### src/rtl/gcs_pkg.sv
package gcs_pkg;
  typedef enum logic [1:0] {
    SEQ_IDLE  = 2'd0,
    SEQ_ARMED = 2'd1,
    SEQ_FIRE  = 2'd2
  } seq_e;
endpackage

### src/rtl/gcs_key_decode.sv
module gcs_key_decode #(
  parameter int DW   = 16,
  parameter int KW   = 8,
  parameter logic [KW-1:0] KEY1 = 8'hE2
) (
  input  logic [DW-1:0]    data,
  output logic             is_arm,
  output logic             is_fire,
  output logic [DW-KW-1:0] sel
);
  localparam logic [KW-1:0] KEY2 = ~KEY1;
  logic [KW-1:0] key;

  always_comb begin
    key     = data[DW-1:DW-KW];
    sel     = data[DW-KW-1:0];
    is_arm  = (key == KEY1);
    is_fire = (key == KEY2);
  end
endmodule

### src/rtl/gcs_mask_gen.sv
module gcs_mask_gen #(
  parameter int GATES = 16,
  parameter int SELW  = 8
) (
  input  logic [SELW-1:0]  sel,
  output logic [GATES-1:0] mask
);
  localparam logic [SELW-1:0] GLIM = SELW'(GATES);
  logic all_g;

  assign all_g = (sel >= GLIM);

  for (genvar i = 0; i < GATES; i++) begin : g_bit
    assign mask[i] = all_g | (sel == SELW'(i));
  end
endmodule

### src/rtl/gcs_ctrl.sv
module gcs_ctrl
  import gcs_pkg::*;
#(
  parameter int GATES = 16,
  parameter int PIDW  = 1
) (
  input  logic             clk,
  input  logic             rst_n,
  input  logic             wr_en,
  input  logic [PIDW-1:0]  wr_pid,
  input  logic             is_arm,
  input  logic             is_fire,
  input  logic [GATES-1:0] sel_mask,
  output seq_e             st_q,
  output logic [PIDW-1:0]  pid_q,
  output logic [GATES-1:0] mask_q
);
  seq_e             st_d;
  logic [PIDW-1:0]  pid_d;
  logic [GATES-1:0] mask_d;
  logic             ld_en;

  always_comb begin
    st_d   = SEQ_IDLE;
    pid_d  = pid_q;
    mask_d = '0;
    unique case (st_q)
      SEQ_ARMED: begin
        if (!wr_en) begin
          st_d = SEQ_ARMED;
        end else if (is_fire && (wr_pid == pid_q)) begin
          st_d   = SEQ_FIRE;
          mask_d = sel_mask;
        end
      end
      default: begin
        if (wr_en && is_arm) begin
          st_d  = SEQ_ARMED;
          pid_d = wr_pid;
        end
      end
    endcase
  end

  assign ld_en = wr_en | (st_q == SEQ_FIRE);

  always_ff @(posedge clk or negedge rst_n) begin
    if (!rst_n) begin
      st_q   <= SEQ_IDLE;
      pid_q  <= '0;
      mask_q <= '0;
    end else if (ld_en) begin
      st_q   <= st_d;
      pid_q  <= pid_d;
      mask_q <= mask_d;
    end
  end
endmodule

### src/rtl/gate_clear_seq.sv
module gate_clear_seq
  import gcs_pkg::*;
#(
  parameter int GATES = 16,
  parameter int PIDW  = 1,
  parameter int DW    = 16,
  parameter int KW    = 8,
  parameter logic [KW-1:0] KEY1 = 8'hE2
) (
  input  logic             clk,
  input  logic             rst_n,
  input  logic             wr_en,
  input  logic [DW-1:0]    wr_data,
  input  logic [PIDW-1:0]  wr_pid,
  output logic             clr_pulse,
  output logic [GATES-1:0] clr_mask,
  output logic [1:0]       stat_state,
  output logic [PIDW-1:0]  stat_pid
);
  localparam int SELW = DW - KW;

  logic            is_arm, is_fire;
  logic [SELW-1:0] sel;
  logic [GATES-1:0] sel_mask;
  seq_e            st_q;

  gcs_key_decode #(.DW(DW), .KW(KW), .KEY1(KEY1)) u_dec (
    .data(wr_data), .is_arm(is_arm), .is_fire(is_fire), .sel(sel)
  );

  gcs_mask_gen #(.GATES(GATES), .SELW(SELW)) u_mask (
    .sel(sel), .mask(sel_mask)
  );

  gcs_ctrl #(.GATES(GATES), .PIDW(PIDW)) u_ctrl (
    .clk(clk), .rst_n(rst_n), .wr_en(wr_en), .wr_pid(wr_pid),
    .is_arm(is_arm), .is_fire(is_fire), .sel_mask(sel_mask),
    .st_q(st_q), .pid_q(stat_pid), .mask_q(clr_mask)
  );

  assign stat_state = st_q;
  assign clr_pulse  = (st_q == SEQ_FIRE);
endmodule

### config.mk
export PLATFORM = sky130hd
export DESIGN_NAME = gate_clear_seq
export DESIGN_NICKNAME = d
export VERILOG_FILES = /design/src/rtl/gcs_pkg.sv /design/src/rtl/gcs_key_decode.sv /design/src/rtl/gcs_mask_gen.sv /design/src/rtl/gcs_ctrl.sv /design/src/rtl/gate_clear_seq.sv
export SDC_FILE = /design/constraint.sdc
export NUM_CORES = 1
export LEC_CHECK = 0
export BUFFER_PORTS_ARGS = -buffer_cell sky130_fd_sc_hd__buf_2
export CORE_MARGIN = 8
export CORE_UTILIZATION = 46
export CTS_BUF_LIST = sky130_fd_sc_hd__clkbuf_16
export DETAILED_ROUTE_END_ITERATION = 10
export PLACE_DENSITY = 0.78
export SKIP_CTS_REPAIR_TIMING = 1
export SLEW_MARGIN = 20
export SYNTH_ARGS = -nofsm -noshare
export SYNTH_HDL_FRONTEND = slang
export SYNTH_SLANG_ARGS = --single-unit
### constraint.sdc
create_clock -name clk -period 1.9 [get_ports clk]
set_clock_uncertainty 0.05 [all_clocks]
set_input_delay 0 -clock clk [delete_from_list [all_inputs] [get_ports clk]]
set_output_delay 0 -clock clk [all_outputs]
set_load 0.01 [all_outputs]
==> Yosys cells after proc, flatten, opt, wreduce, memory -nomap -nowiden <==
Index checks and enable logic that the tools add are counted.
{ "op_classes": {"n_reduce_logical": 4, "n_eq_ne": 20, "magnitude_cmp": 1, "bitwise_logic": 18, "mux": 7} }
{ "ops": {"columns": ["operator", "count"], "rows": [
  ["$eq 8x4->1 const B", 8],
  ["$mux 16", 3],
  ["$eq 8x3->1 const B", 4],
  ["$or 1x1->1", 17],
  ["$eq 8x2->1 const B", 2],
  ["$eq 8x1->1 const B", 1],
  ["$eq 8x5->1 const B", 1],
  ["$eq 8x8->1 const B", 1],
  ["$ge 8x5->1 const B", 1],
  ["$logic_not 8->1", 1],
  ["$mux 2", 3],
  ["$reduce_and 3->1", 1],
  ["$eq 2x1->1 const B", 1],
  ["$eq 2x2->1 const B", 1],
  ["$logic_and 1x1->1", 2],
  ["$eq 1x1->1", 1],
  ["$mux 1", 1],
  ["$not 1->1", 1]
]} }
{ "totals": {"wordCells": 53, "out_inout_bits": 20, "regBits": 19, "input_bits": 20} }

==> Longest topological paths before layout <==
{ "logic_depth": {"ltp_word": 5, "ltp_mapped": 5, "ltp_nobuf": 3} }

==> Modules after synthesis <==
A second synthesis with hierarchy kept.
{ "hier_totals": {"hier_cells": 89, "area_unflattened_um2": 1032.2} }
{ "modules_own_cells": {"columns": ["module", "seq_area_each_um2", "cells_per_inst", "area_per_inst_um2", "n_inst"], "rows": [
  ["gcs_ctrl", 475.5, 48, 742.0, 1],
  ["gcs_mask_gen", 0.0, 26, 161.4, 1],
  ["gcs_key_decode", 0.0, 14, 115.1, 1],
  ["gate_clear_seq", 0.0, 1, 13.8, 1]
]} }

==> Worst setup path before layout <==
Ideal clock, no wire load.
{ "synth_path": {"path_kind": "flip-flop to flip-flop", "start": "register u_ctrl.st_q[1]", "end": "register u_ctrl.mask_q[15]", "path_slack_ns": 0.522, "path_stages_with_launch": 5, "arrival_ns": 1.250, "path_buffers": 1, "setup_time_ns": 0.078, "t_required_ns": 1.772, "period_less_slack_ns": 1.378, "cell_sequence": "dfrtp_1 > and4b_1 > nand4_1 > buf_2 > o2bb2ai_1"} }
{ "synth_via": {"elab_chain_len": 2, "word_cells_on_any_way": 4, "cone_classes": "eq/ne: 2; mux: 1; bitwise: 1"} }
{ "synth_rtl": {"columns": ["element", "line", "text"], "rows": [
  ["start: declaration", "gcs_ctrl.sv:14", "output seq_e st_q,"],
  ["start signal: assignment", "gcs_ctrl.sv:53", "st_q <= st_d;"],
  ["$eq 2x1->1 or $eq 2x2->1 (tied branches)", "gcs_ctrl.sv:27, gcs_ctrl.sv:45", null],
  ["$mux 16 or $or 1x1->1 (tied branches)", "gcs_ctrl.sv:27, gcs_ctrl.sv:45", null],
  ["end signal: assignment", "gcs_ctrl.sv:55", "mask_q <= mask_d;"],
  ["end: declaration", "gcs_ctrl.sv:16", "output logic [GATES-1:0] mask_q"]
]} }
Parallel ways exist; a longest one is shown, timed or not.
A chain may end at the register's enable or synchronous reset.

==> Worst setup path in the final report <==
{ "layout_path": {"start": "register u_ctrl.st_q[1]", "end": "register u_ctrl.mask_q[3]"} }
Same word-level chain as after synthesis.

==> flow_metrics.env <==
export IMPL_tritoncts="yes"
export IMPL_port_buffers=39
export IMPL_initial_utilization_pct=48.2
export IMPL_final_common_cell="buf_2"
export IMPL_syn_num_nets=98
export IMPL_syn_area_per_cell_um2=11.9
export IMPL_clk_pin_slew_worst_paths_ns=0.05
export IMPL_synth_area_mux_share_pct=1.22
export IMPL_cp_data_arrival_time_ns=1.79
export IMPL_vias_per_cell=5.39
export IMPL_layout_min_cycle_time_ns=1.68
export IMPL_min_path_type="in2reg"
export IMPL_finalWorstSetupSlack_ns=0.219
export IMPL_fin_setup_tns_ns=0
export IMPL_p_leak_nw=0.649
export IMPL_synthAdderAreaFrac_pct=0
export IMPL_h_tree_depth=1
export IMPL_pre_cts_ws_ns=0.224
export IMPL_cts_root_buf="clkbuf_16"
export IMPL_maxCapViolations=0
export IMPL_grtUsageTotal_pct=13.2
export IMPL_slew_violations=0
export IMPL_syn_inst=78
export IMPL_finalCritPeriodShare_pct=88.4
export IMPL_setup_viol=0
export IMPL_hpwl_um=1770
export IMPL_use_met1_pct=15.9
export IMPL_seq_area_frac_synth_pct=51.4
export IMPL_endpoint_kind="flip-flop"
export IMPL_synthesis_area_um2=926
export IMPL_vias=798
export IMPL_drt_total_wl_um=2330
export IMPL_grt_max_degree=20
export IMPL_ios=40
export IMPL_slew_headroom_pct=30.3
export IMPL_dieArea_um2=3700
export IMPL_fp_dieH_um=60.9
export IMPL_path_cells="nor2b_1 > nor2_1 > o2bb2ai_1"
export IMPL_drtAntennaViolNets=0
export IMPL_grt_pass1_vias=865
export IMPL_grt_busiest_layer="met2"
export IMPL_required_ns=2.01
export IMPL_cts_made_buffers=3
export IMPL_clock_fmax_ghz=0.595
export IMPL_start_kind="flip-flop"
export IMPL_pwr_density_cell_nw_per_um2=730
export IMPL_ctsLongestPathBuffers=2
export IMPL_clock_sinks=19
export IMPL_path_max_fanout=16
export IMPL_die_w_um=60.9
export IMPL_synth_simple_area_share_pct=13.4
export IMPL_tightest_slew_ns=1.04
export IMPL_use_met3_pct=3.81
export IMPL_report_final_hold_viol_count=0
export IMPL_antenna_found_initial=0
export IMPL_final_cell_mix="buf_2, dfrtp_1, o2bb2ai_1, a21oi_1, a31oi_1"
export IMPL_max_stage_delay_ns=0.79
export IMPL_met2_usage_pct=22.0
export IMPL_syn2layout_area_growth_pct=33.4
export IMPL_fin_nets=142
export IMPL_synth_xor_area_share_pct=0.946
export IMPL_synth_compound_area_share_pct=28.8
export IMPL_status="finished, final reports clean"
export IMPL_ys_ff_latch=19
export IMPL_ir_drop_v=0.000565
export IMPL_drt_initial_drc_count=14
export IMPL_rsz0062_at_grt="false"
export IMPL_drc=0
export IMPL_synth_top_family_by_area="compound AO/OA/AOI/OAI gates"
export IMPL_grt_pass1_wl_um=3750
export IMPL_drt_pre_antenna_iters=4
export IMPL_synth_warnings=0
export IMPL_drive_gt1_share_pct=40.5
export IMPL_num_antenna_cells=0
export IMPL_fin_total_pwr_mw=0.901
export IMPL_wl_per_cell_um=15.7
export IMPL_overflow=0
export IMPL_place_congestion=0.832
export IMPL_clock_latency_ns=0.24
export IMPL_crit_type="reg2reg"
export IMPL_rows=16
export IMPL_synth_distinct_cells=27
export IMPL_core_area_um2=1920
export IMPL_critPathSlowestCell="nor2_1"
-- worst paths after layout --
check                      slack [ns]  cells past startpoint               end        startpoint
max                              0.22                      3  u_ctrl.mask_q[3]    u_ctrl.st_q[1]
min                              0.08                      4    u_ctrl.st_q[0]       wr_data[12]
max reg2reg                      0.22                      3  u_ctrl.mask_q[3]    u_ctrl.st_q[1]
min reg2reg                      0.43                      1  u_ctrl.mask_q[5]  u_ctrl.mask_q[5]
max in group asynchronous        1.34                      2    u_ctrl.st_q[0]             rst_n
min in group asynchronous        0.17                      2  u_ctrl.mask_q[0]             rst_n
-- power by group --
group	leakage [nW]	internal [mW]	switching [mW]
Sequential	0.265	0.406	0.000865
Clock	0.0423	0.279	0.137
Combinational	0.341	0.0321	0.0452
-- state kept, by name (all words and copies together), names as in the netlist --
name and count:
u_ctrl.mask_q 16, u_ctrl.st_q 2, u_ctrl.pid_q 1
-- cells by family after synthesis --
logic type / after synthesis
buf+inv: 5
compound gates: 34
xor+xnor: 1
flops: 19
mux: 1
simple gates: 18
-- critical path, delay by kind of cell (launching register included) --
family	cells	cell delay (ns)
AND/OR/NAND/NOR	2	0.95
flip-flops	1	0.41
AO/OA/AOI/OAI	1	0.20
-- Yosys cell counts, drive strengths merged --
library cell | n | share of area, %
dfrtp | 19 | 51
o2bb2ai | 16 | 16
a21oi | 9 | 4.9
a31oi | 6 | 5.7
buf | 4 | 3.9
nor2 | 4 | 1.6
nor2b | 4 | 2.7
a41oi | 1 | 0.95
and2b | 1 | 0.95
and3 | 1 | 0.68
and4b | 1 | 1.1
and4bb | 1 | 1.4
inv | 1 | 0.41
mux2 | 1 | 1.2
nand2 | 1 | 0.41
nand3b | 1 | 0.81
nand4 | 1 | 0.68
nor3b | 1 | 0.81
nor4bb | 1 | 1.1
o2111ai | 1 | 0.95
o21ai | 1 | 0.54
or4 | 1 | 1.2
xnor2 | 1 | 0.95
-- stage by stage --
stage / hold slack [ns] / cell area (um2) / util (%) / std cells
4_1_cts: -0.350 / 1200 / 62.7 / 145
5_1_grt: 0.108 / 1230 / 64.3 / 148
2_1_floorplan: -0.346 / 926 / - / 78
3_3_place_gp: -0.0950 / 1130 / 58.6 / 141
6_report: 0.0769 / 1230 / 64.3 / 148
3_5_place_dp: -0.0874 / 1130 / 58.6 / 141
-- area by class of cell --
| type | instances | area (um2) |
|---|---|---|
| clock buffer | 3 | 75.1 |
| clock inverter | 1 | 3.75 |
| sequential | 19 | 475 |
| fill | 184 | 687 |
| multi-input combinational | 54 | 410 |
| inverter | 1 | 3.75 |
| tap | 27 | 33.8 |
| timing repair buffer | 43 | 233 |
-- routing by layer --
metal / up-vias / routed length [um]
met5: - / 0
met4: 0 / 21
met3: 4 / 139
met2: 22 / 1140
met1: 379 / 1030
li1: 393 / -
Note: power is estimated with default switching activity, not from simulation.
